===== src/rtl/dither_pkg.sv =====
package dither_pkg;

  typedef struct packed {
    logic advance;
    logic takeLevel;
    logic clearOut;
  } ctrlStrobes_t;

endpackage


===== src/rtl/dither_ctrl.sv =====
module dither_ctrl
  import dither_pkg::*;
(
  input  logic         enable,
  input  logic         levelLoad,
  output ctrlStrobes_t strobes
);

  always_comb begin
    strobes.advance   = enable;
    strobes.takeLevel = levelLoad;
    strobes.clearOut  = !enable;
  end

endmodule


===== src/rtl/dither_lfsr.sv =====
module dither_lfsr #(
  parameter int          LFSR_W   = 16,
  parameter logic [LFSR_W-1:0] TAP_MASK = 16'hD008,
  parameter logic [LFSR_W-1:0] SEED     = 16'hACE1
) (
  input  logic              clk,
  input  logic              rst,
  input  logic              advance,
  output logic [LFSR_W-1:0] state
);

  logic feedback;

  // Fibonacci feedback: XOR of all tapped bits (single reduction tree)
  assign feedback = ^(state & TAP_MASK);

  always_ff @(posedge clk) begin
    if (rst) begin
      state <= SEED;
    end else if (advance) begin
      state <= {state[LFSR_W-2:0], feedback};
    end
  end

endmodule


===== src/rtl/dither_datapath.sv =====
module dither_datapath
  import dither_pkg::*;
#(
  parameter int          LEVEL_W  = 8,
  parameter int          LFSR_W   = 16,
  parameter logic [LFSR_W-1:0] TAP_MASK = 16'hD008,
  parameter logic [LFSR_W-1:0] SEED     = 16'hACE1
) (
  input  logic               clk,
  input  logic               rst,
  input  ctrlStrobes_t       strobes,
  input  logic [LEVEL_W-1:0] levelIn,
  output logic [LFSR_W-1:0]  lfsrState,
  output logic [LEVEL_W-1:0] levelReg,
  output logic               pulseOut
);

  logic [LEVEL_W-1:0] randVal;
  logic               hit;

  dither_lfsr #(
    .LFSR_W  (LFSR_W),
    .TAP_MASK(TAP_MASK),
    .SEED    (SEED)
  ) u_lfsr (
    .clk    (clk),
    .rst    (rst),
    .advance(strobes.advance),
    .state  (lfsrState)
  );

  assign randVal = lfsrState[LEVEL_W-1:0];
  assign hit     = (randVal < levelReg);

  always_ff @(posedge clk) begin
    if (rst) begin
      levelReg <= '0;
    end else if (strobes.takeLevel) begin
      levelReg <= levelIn;
    end
  end

  always_ff @(posedge clk) begin
    if (rst) begin
      pulseOut <= 1'b0;
    end else if (strobes.clearOut) begin
      pulseOut <= 1'b0;
    end else if (strobes.advance) begin
      pulseOut <= hit;
    end
  end

endmodule


===== src/rtl/lfsr_dither_pwm.sv =====
module lfsr_dither_pwm
  import dither_pkg::*;
#(
  parameter int          LEVEL_W  = 8,
  parameter int          LFSR_W   = 16,
  parameter logic [LFSR_W-1:0] TAP_MASK = 16'hD008,
  parameter logic [LFSR_W-1:0] SEED     = 16'hACE1
) (
  input  logic               clk,
  input  logic               rst,
  input  logic               enable,
  input  logic [LEVEL_W-1:0] levelIn,
  input  logic               levelLoad,
  output logic               pulseOut
);

  ctrlStrobes_t       strobes;
  logic [LFSR_W-1:0]  lfsrState;
  logic [LEVEL_W-1:0] levelReg;

  dither_ctrl u_ctrl (
    .enable   (enable),
    .levelLoad(levelLoad),
    .strobes  (strobes)
  );

  dither_datapath #(
    .LEVEL_W (LEVEL_W),
    .LFSR_W  (LFSR_W),
    .TAP_MASK(TAP_MASK),
    .SEED    (SEED)
  ) u_dp (
    .clk      (clk),
    .rst      (rst),
    .strobes  (strobes),
    .levelIn  (levelIn),
    .lfsrState(lfsrState),
    .levelReg (levelReg),
    .pulseOut (pulseOut)
  );

endmodule


===== config.mk =====
export PLATFORM = sky130hd
export DESIGN_NAME = lfsr_dither_pwm
export DESIGN_NICKNAME = d
export VERILOG_FILES = /design/src/rtl/dither_pkg.sv /design/src/rtl/dither_ctrl.sv /design/src/rtl/dither_lfsr.sv /design/src/rtl/dither_datapath.sv /design/src/rtl/lfsr_dither_pwm.sv
export SDC_FILE = /design/constraint.sdc
export NUM_CORES = 1
export LEC_CHECK = 0
export ABC_CLOCK_PERIOD_IN_PS = 2450
export BUFFER_PORTS_ARGS = -buffer_cell sky130_fd_sc_hd__clkbuf_2
export CORE_MARGIN = 10
export CORE_UTILIZATION = 49
export DETAILED_ROUTE_END_ITERATION = 16
export PLACE_DENSITY_LB_ADDON = 0.2
export SYNTH_ARGS = -nofsm -noshare
export SYNTH_HDL_FRONTEND = slang
export SYNTH_SLANG_ARGS = --single-unit

===== constraint.sdc =====
create_clock -name clk -period 2.45 [get_ports clk]
set_input_delay 0.1225 -clock clk [delete_from_list [all_inputs] [get_ports clk]]
set_output_delay 0.1225 -clock clk [all_outputs]
set_load 0.01 [all_outputs]

After elaboration in Yosys (flattened, before gate mapping)

Cells that the tools add are included.

Bits in registers: 25
Input bits: 12
Output and inout port bits: 1
Logic and storage cells: 7

$lt $le $gt $ge: 1
Bitwise logic cells: 1
Reductions and logical operators: 2

Operator list:

| kind                 | number |
|---|---|
| XOR reduction 16 bit | 1 |
| < comparator 8 bit   | 1 |
| OR reduction 2 bit   | 1 |
| NOT 1 bit            | 1 |

Logic depth before layout (Yosys ltp)

Gate-level depths: netlist (run 1).

Depth in word-level cells: 2
Depth in mapped cells: 5
Gate-level depth less buffers: 5

Modules after synthesis

A second synthesis (run 1) with hierarchy kept.

Cells, all modules: 112
Area total of the unflattened synthesis: 1136.1 µm²

By module, submodules not included:

| module          | instances | cells an instance | area an instance (µm²) | seq. area each (µm²) |
|---|---|---|---|---|
| dither_lfsr     | 1         | 55                | 619.3                  | 320.3 |
| dither_datapath | 1         | 54                | 498.0                  | 180.2 |
| dither_ctrl     | 1         | 3                 | 18.8                   | 0.0 |

Least setup slack after synthesis (run 1)

No wires, ideal clock.

Path type: register to register
Start: register u_dp.levelReg[7]
End: register u_dp.pulseOut
Library setup time: 66 ps
Arrival: 1067 ps
Required time: 2384 ps
Setup slack: 1316 ps
Cell stages (with the launch flop): 6
Path buffers: 0
Period minus slack after synthesis: 1134 ps
Cells stage by stage: dfxtp_1 > inv_1 > ha_1 > a211oi_1 > o211ai_1 > a21oi_2

Longest elaborated chain between the ends: 1

Ends and longest elaborated chain:

| item                     | line                  | source |
|---|---|---|
| start: declaration       | dither_datapath.sv:14 | `output logic [LEVEL_W-1:0] levelReg,` |
| start signal: assignment | dither_datapath.sv:39 | `levelReg <= levelIn;` |
| < comparator 8 bit       | dither_datapath.sv:33 | `assign hit = (randVal < levelReg);` |
| end signal: assignment   | dither_datapath.sv:49 | `pulseOut <= hit;` |
| end: declaration         | dither_datapath.sv:15 | `output logic pulseOut` |

Every way passes these cells.
A chain may end at the register's enable or synchronous reset.

Final worst setup path (run 1)

Same ends and word-level chain as after synthesis.

==> reports/results.env, run 1 <==
ANTENNA_FOUND_INITIAL=0
SYNTH-SEQ-CELLS=25
CELL_BREAKDOWN_OF_THE_CRITICAL_PATH='inv_1 -> ha_1 -> a211oi_1 -> o211ai_1 -> a21oi_2'
LAYOUT.NETS=138
PEAKVDDDROP_uV=388
WORST_SKEW_PAIR.LATE_LATENCY_NS=0.31
CLOCK_ROOT_BUFFER_MASTER='sky130_fd_sc_hd__clkbuf_4'
NUM_ANTENNA_CELLS=0
POST_CTS.RESIZED_INSTANCES=0
CLOCK_SINK_COUNT=25
FILL_CELLS=181
CTS-HOLD-FIX-BUFFERS=0
NETLIST_AREA_UM2=1080
PERIOD_SHARE=0.531
VIA_COUNT=732
SEQ_AREA_FRAC_SYNTH=0.464
GRT_OVERFLOW_TOTAL=0
STDCELL_AREA_UM2=1170
MAX_CAP_VIOL_COUNT=0
GRT_USE_MET2=0.124
DRTITER0DRC=18
GRT_MOST_USED_LAYER='met2'
SETUP-VIOLATIONS-FINAL=0
FINCLKSKEW_NS=0.00222
CTS-ROOT-TO-SINK-BUFFERS=2
DRT-TOTAL-WL_UM=1670
NUM_ROWS=16
CTS_INSERTED_BUFFERS=3
FIN_TNS_SETUP_NS=0
FLOORPLAN.IO_PINS=13
POWER.STATIC_LEAKAGE_nW=0.551
SHARE_OF_CELLS_ABOVE_DRIVE_STRENGTH_1=0.153
CTS_TREE='done'
CRIT_FANOUT=3
STATUS='completed'
WORST_PATH_LARGEST_CELL_DELAY_NS=0.35
MAX_SLEW_MARGIN=0.647
SYNTH_CELL_TYPE_COUNT=20
TIGHTESTPINTRANSITION_NS=0.530
FINAL_MAX_SLEW_VIOL_COUNT=0
DRTANTENNAVIOLNETS=0
CORE_REGION_AREA_UM2=2020
LAYOUT-AREA-OVERHEAD-VS-SYNTH_PCT=8.58
WORST_PATH_MAX_DELAY_CELL='sky130_fd_sc_hd__dfxtp_1'
WORST-ENDPOINT-ARRIVAL_NS=1.56
POST_SYN_INSTANCES=107
TRACK_USAGE=0.0788
DRT_DRC_VIOLATIONS_LEFT=0
CRITICALPATHCATEGORY='flip-flop to flip-flop'
GRT_USE_MET3=0.0301
FINALWEIGHTEDCONGESTION=0.829
SYNTH_AREA_PER_CELL_UM2=10.1
INITIAL_CORE_UTIL=0.533
DPL_CELL_AREA_UM2=1140
POST_CTS_BUFFERS=0
FINAL_CORE_UTIL=0.579
DIE_H_UM=66.9
FIRST_PASS_ITERS=4
WORST-ENDPOINT-REQUIRED_NS=2.71
CRITICAL_PATH.ENDPOINT_TYPE='flip-flop'
WL_PER_CELL_UM=11.5
DESIGN.DIE.AREA_UM2=4480
POWERDENSITY_nW_PER_UM2=618
PERIOD_NEEDED_NS=1.30
SYNTH.NET_COUNT=126
GRT_PASS1_WL_UM=2840
REPORT.FINAL.HOLD_VIOL_COUNT=0
YOSYSWARNINGS=0
SETUP_REPAIR_AFTER_GLOBAL_ROUTING_MISSED_ITS_MARGIN='no'
DETAIL_PLACEMENT_HPWL_UM=1300
MAX_CLOCK_FREQ_GHz=0.768
CLK_PIN_SLEW_NS=0.13
STARTPOINT_TYPE='flip-flop'
CLOCK_TREE.HTREE_LEVEL_COUNT=1
HOLD_PATH.CLASS='input pin to flip-flop'
VIASPERCELL=5.05
GRT_START_MAX_NET_PINS=20
GRT_USE_MET1=0.0937
BUFFER_PORTS.INSERTED=12
GRT_PASS1_VIAS=655
DIE_WIDTH_UM=66.9
synth_stat cells:
library cell               count  share of area
sky130_fd_sc_hd__nor2_1       16          0.056
sky130_fd_sc_hd__xnor2_1       3          0.024
sky130_fd_sc_hd__a21oi_1       2         0.0093
sky130_fd_sc_hd__inv_1         9          0.031
sky130_fd_sc_hd__dfxtp_1      25           0.46
sky130_fd_sc_hd__o211ai_1      1         0.0070
sky130_fd_sc_hd__mux2i_1      23           0.21
sky130_fd_sc_hd__o21ai_0       1         0.0046
sky130_fd_sc_hd__nor3_1        1         0.0046
sky130_fd_sc_hd__a21oi_2       1         0.0081
sky130_fd_sc_hd__buf_4         2          0.014
sky130_fd_sc_hd__ha_1          7          0.081
sky130_fd_sc_hd__buf_1         1         0.0035
sky130_fd_sc_hd__nand4_1       1         0.0058
sky130_fd_sc_hd__a2111o_1      1          0.010
sky130_fd_sc_hd__nand2b_4      1          0.013
sky130_fd_sc_hd__buf_2         2         0.0093
sky130_fd_sc_hd__a31oi_1       1         0.0058
sky130_fd_sc_hd__a211oi_1      1         0.0070
sky130_fd_sc_hd__nand2_1       8          0.028
stage by stage:
stage	setup WS, ns	total power [mW]	hold WS, ns	instances
floorplan	1.32	0.535	0.270	107
global placement	1.25	0.552	0.360	141
detailed placement	1.15	0.557	0.368	141
CTS	1.12	0.732	0.0306	145
global route	1.04	0.759	0.0312	145
finish	1.15	0.724	0.0407	145
critical path, delay by kind of cell, from the launching register on:
| family | cells | cell delay [ns] |
|---|---|---|
| compound gates | 3 | 0.56 |
| flops | 1 | 0.35 |
| fa+ha+maj | 1 | 0.30 |
| buf+inv | 1 | 0.04 |
cell type report:
| type | instances | area [µm²] | share of cell area |
|---|---|---|---|
| inverters | 9 | 33.8 | 0.0288 |
| multi-input cells | 68 | 515 | 0.440 |
| repair buffers | 12 | 60.1 | 0.0513 |
| flip-flops and latches | 25 | 500 | 0.427 |
| clock buffers | 3 | 22.5 | 0.0192 |
| clock inverters | 1 | 5.00 | 0.00427 |
| well taps | 27 | 33.8 | 0.0288 |
layout by cell type, fill, tap and decap left out:
cell and instances:
sky130_fd_sc_hd__nor3_1 1, sky130_fd_sc_hd__a31oi_1 1, sky130_fd_sc_hd__clkbuf_4 3, sky130_fd_sc_hd__dfxtp_1 25
sky130_fd_sc_hd__nand4_1 1, sky130_fd_sc_hd__inv_1 9, sky130_fd_sc_hd__a21oi_2 1, sky130_fd_sc_hd__nand2b_4 1
sky130_fd_sc_hd__clkinv_2 1, sky130_fd_sc_hd__clkbuf_2 12, sky130_fd_sc_hd__xnor2_1 3, sky130_fd_sc_hd__nand2_1 8
sky130_fd_sc_hd__nor2_1 16, sky130_fd_sc_hd__ha_1 7, sky130_fd_sc_hd__a211oi_1 1, sky130_fd_sc_hd__o211ai_1 1
sky130_fd_sc_hd__o21ai_0 1, sky130_fd_sc_hd__a2111o_1 1, sky130_fd_sc_hd__a21oi_1 2, sky130_fd_sc_hd__mux2i_1 23
kinds of logic after synthesis:
logic type,Yosys count,synth area share
AOI/OAI and AO/OA,8,0.0522
xor gates and xnor gates,3,0.0244
adders and majority gates,7,0.0812
buffers and inverters,14,0.0580
DFF,25,0.464
muxes,23,0.213
and+or+nand+nor,27,0.107
state kept, by name (all words and copies together) (netlist names):
| signal | count |
|---|---|
| u_dp.levelReg | 8 |
| u_dp.u_lfsr.state | 16 |
| u_dp.pulseOut | 1 |
worst paths after layout:
path | start | endpoint | slack, ns | cells after the start
setup reg to reg | u_dp.levelReg[7] | u_dp.pulseOut | 1.15 | 5
hold reg to reg | u_dp.u_lfsr.state[11] | u_dp.u_lfsr.state[11] | 0.49 | 2
hold / removal | levelIn[6] | u_dp.levelReg[6] | 0.04 | 3
setup / recovery | u_dp.levelReg[7] | u_dp.pulseOut | 1.15 | 5
layer usage:
layer  part of all wire  up-vias
met5                  0        -
met4             0.0054        0
met3              0.049        2
met2               0.47       10
met1               0.48      338
li1                   -      382
power breakdown:
part,leakage [nW],internal [mW],total [mW],switching (mW)
clock,0.0177,0.0609,0.177,0.117
sequential,0.207,0.433,0.450,0.0174
combinational,0.326,0.0496,0.0957,0.0461
total,0.551,0.544,0.724,0.180
Power figures use the tool's default switching activity.
==> inputs of run 2 (changes only) <==
Settings changed: ABC_CLOCK_PERIOD_IN_PS 2450 to 1100.
Clock period 2.45 ns to 1.1 ns, I/O delays scaled along.
==> run 2 against run 1 <==
Compared with the run above: via count is 5.1% higher; power is 130% higher; sequential share of layout area shrank 3.5 points; first-iteration DRC count fell by 22%; clock skew hardly changed; highest routed layer unchanged; final cell count is 6.2% higher; fmax grew 14%; critical endpoint unchanged; register-to-register slack lost 1.2 ns; hold slack got worse by 0.045 ns; clock power is 130% higher; the flow now finishes with violations (negative hold slack, negative setup slack); die area did not move.
==> reports/results.env, run 2 (synthesis results as in run 1) <==
FIN_TNS_SETUP_NS=-0.0422  # -0.0422 ns
MAX_SLEW_MARGIN=0.650  # +0.00368
REG_TOP3='u_dp.u_lfsr.state x16, u_dp.levelReg x8, u_dp.pulseOut x1'
FINISH.CELL_COUNT_WITHOUT_FILLERS=154  # +6.2%
DRT_DRC_VIOLATIONS_LEFT=0  # unchanged
HOLDWS_NS=-0.00447  # -0.0452 ns
FINCLKSKEW_NS=0.00195  # -0.000261 ns
FIRST_PASS_ITERS=2  # -2
HP-START='levelIn[0]'
CORE_REGION_AREA_UM2=2020  # unchanged
SETUP_REPAIR_AFTER_GLOBAL_ROUTING_MISSED_ITS_MARGIN='yes'
LAYOUT.CELLS.MOST_COMMON='sky130_fd_sc_hd__mux2i_1'
INITIAL_CORE_UTIL=0.533  # unchanged
WORST_SKEW_PAIR.LATE_LATENCY_NS=0.30  # about the same
FILL_CELLS=170  # -6.1%
ANTENNA_FOUND_INITIAL=0  # unchanged
CTS-ROOT-TO-SINK-BUFFERS=2  # unchanged
PERIOD_NEEDED_NS=1.14  # -0.159 ns
VIASPERCELL=4.99  # -1.1%
MAX_CAP_VIOL_COUNT=0  # unchanged
GRT_PASS1_WL_UM=3480  # +22%
LARGEST_REG_FLOPS=16  # unchanged
STARTPOINT_TYPE='flip-flop'
TRACK_USAGE=0.0954  # +0.0165
STDCELL_AREA_UM2=1290  # +10%
SHARE_OF_CELLS_ABOVE_DRIVE_STRENGTH_1=0.244  # +0.0916
DIE_H_UM=66.9  # unchanged
POWERDENSITY_nW_PER_UM2=1290  # +110%
DRTITER0DRC=14  # -4
STATUS='finished with violations'
WL_PER_CELL_UM=12.9  # +12%
DESIGN.DIE.AREA_UM2=4480  # unchanged
CLOCK_TREE.HTREE_LEVEL_COUNT=1  # unchanged
CRITICALPATHCATEGORY='flip-flop to flip-flop'
WORST-ENDPOINT-REQUIRED_NS=1.35  # -1.36 ns
DPL_CELL_AREA_UM2=1170  # +2.4%
REPORT.FINAL.HOLD_VIOL_COUNT=1  # +1
REGMOSTFLOPS='u_dp.u_lfsr.state'
CP_LAUNCH_POINT='u_dp.levelReg[1]'
DP_CELLS=144  # +2.1%
CRIT_FANOUT=2  # -1
CTS_INSERTED_BUFFERS=3  # unchanged
GRT_OVERFLOW_TOTAL=0  # unchanged
POST_CTS_BUFFERS=0  # unchanged
NUM_ROWS=16  # unchanged
CLOCK_ROOT_BUFFER_MASTER='sky130_fd_sc_hd__clkbuf_4'
CRITICAL_PATH.ENDPOINT_TYPE='flip-flop'
SETUP-VIOLATIONS-FINAL=1  # +1
POWER.STATIC_LEAKAGE_nW=0.593  # +7.7%
TIGHTESTPINTRANSITION_NS=0.524  # -0.00551 ns
LAYOUT.CELLS.MOST_COMMON_LIST='23 x sky130_fd_sc_hd__mux2i_1, 20 x sky130_fd_sc_hd__dfxtp_1, 16 x sky130_fd_sc_hd__nor2_1'
FLOORPLAN.IO_PINS=13  # unchanged
TOTAL_POWER_mW=1.67  # +130%
CLK_PIN_SLEW_NS=0.13  # about the same
CLOCK_SINK_COUNT=25  # unchanged
VIA_COUNT=769  # +5.1%
DETAIL_PLACEMENT_HPWL_UM=1450  # +11%
HOLD_PATH.CLASS='input pin to flip-flop'
DIE_WIDTH_UM=66.9  # unchanged
DRTANTENNAVIOLNETS=0  # unchanged
VIOLATIONS='negative hold slack, negative setup slack'
WORST-ENDPOINT-ARRIVAL_NS=1.40  # -0.16 ns
PEAKVDDDROP_uV=1210  # +210%
PERIOD_SHARE=1.04  # +0.507
SEQ_AREA_UM2=507  # +1.2%
MAX_CLOCK_FREQ_GHz=0.876  # +14%
GRT_START_MAX_NET_PINS=19  # -5.0%
NUM_ANTENNA_CELLS=0  # unchanged
BUFFER_PORTS.INSERTED=12  # unchanged
DRT-TOTAL-WL_UM=1990  # +19%
LAYOUT-AREA-OVERHEAD-VS-SYNTH_PCT=19.6
CTS_TREE='done'
LAYOUT.NETS=147  # +6.5%
FINALWEIGHTEDCONGESTION=0.805  # -2.9%
MULTI_INPUT_COMB_AREA_UM2=546  # +5.8%
GRT_PASS1_VIAS=797  # +22%
FINAL_MAX_SLEW_VIOL_COUNT=0  # unchanged
R2R-START='u_dp.levelReg[1]'
POST-ROUTE-WORST-SETUP-SLACK_NS=-0.0422  # -1.19 ns
-- run 2: cell types whose count changed in the layout (fill, tap and decap cells not counted), sizes merged --
| cell | previous run | this run |
|---|---|---|
| buf | 0 | 3 |
| dlygate4sd3 | 0 | 6 |
-- run 2: final timing paths --
kind	slack (ns)	endpoint	depth (start not counted)
hold / removal	-0.004	u_dp.levelReg[0]	3
hold reg to reg	0.49	u_dp.u_lfsr.state[11]	2
setup reg to reg	-0.04	u_dp.pulseOut	4
setup / recovery	-0.04	u_dp.pulseOut	4
-- run 2: repair_timing --
item,CTS,global route
hold endpoints to repair,6,0
hold buffers,6,0
pin swaps,1,0
resized for setup,8,1
setup endpoints to repair,1,1
-- run 2: stage by stage --
stage | utilization | worst slack (ns) | hold slack [ns]
after floorplan | - | -0.0263 | 0.202
after global placement | 0.579 | -0.0912 | 0.287
after detailed placement | 0.579 | -0.143 | 0.300
after CTS | 0.637 | -0.0497 | 0.00118
after global routing | 0.638 | -0.0926 | 0.0110
final | 0.638 | -0.0422 | -0.00447
-- run 2: routing by layer --
metal  routed length (µm)  GRT usage
met1                  852      0.111
met2                 1040      0.164
met3                   78     0.0251
met4                   17     0.0333
met5                    0          0
-- run 2: worst max-delay path, stage by stage (launching register included) --
cell and delay (ns):
sky130_fd_sc_hd__dfxtp_2 0.36, sky130_fd_sc_hd__inv_2 0.04, sky130_fd_sc_hd__ha_4 0.20, sky130_fd_sc_hd__a2111o_1 0.38, sky130_fd_sc_hd__a21oi_2 0.12
-- run 2: where the power goes --
part	internal, mW	leakage (nW)	switching, mW
sequential	0.967	0.207	0.0421
clock	0.136	0.0177	0.263
combinational	0.142	0.368	0.118
-- run 2: layout make-up --
cell class              instances  share of cell area
well taps                      27              0.0262
inverters                       9              0.0262
multi-input cells              68               0.423
clock buffers                   3              0.0175
repair buffers                 21               0.111
clock inverters                 1             0.00388
flip-flops and latches         25               0.393
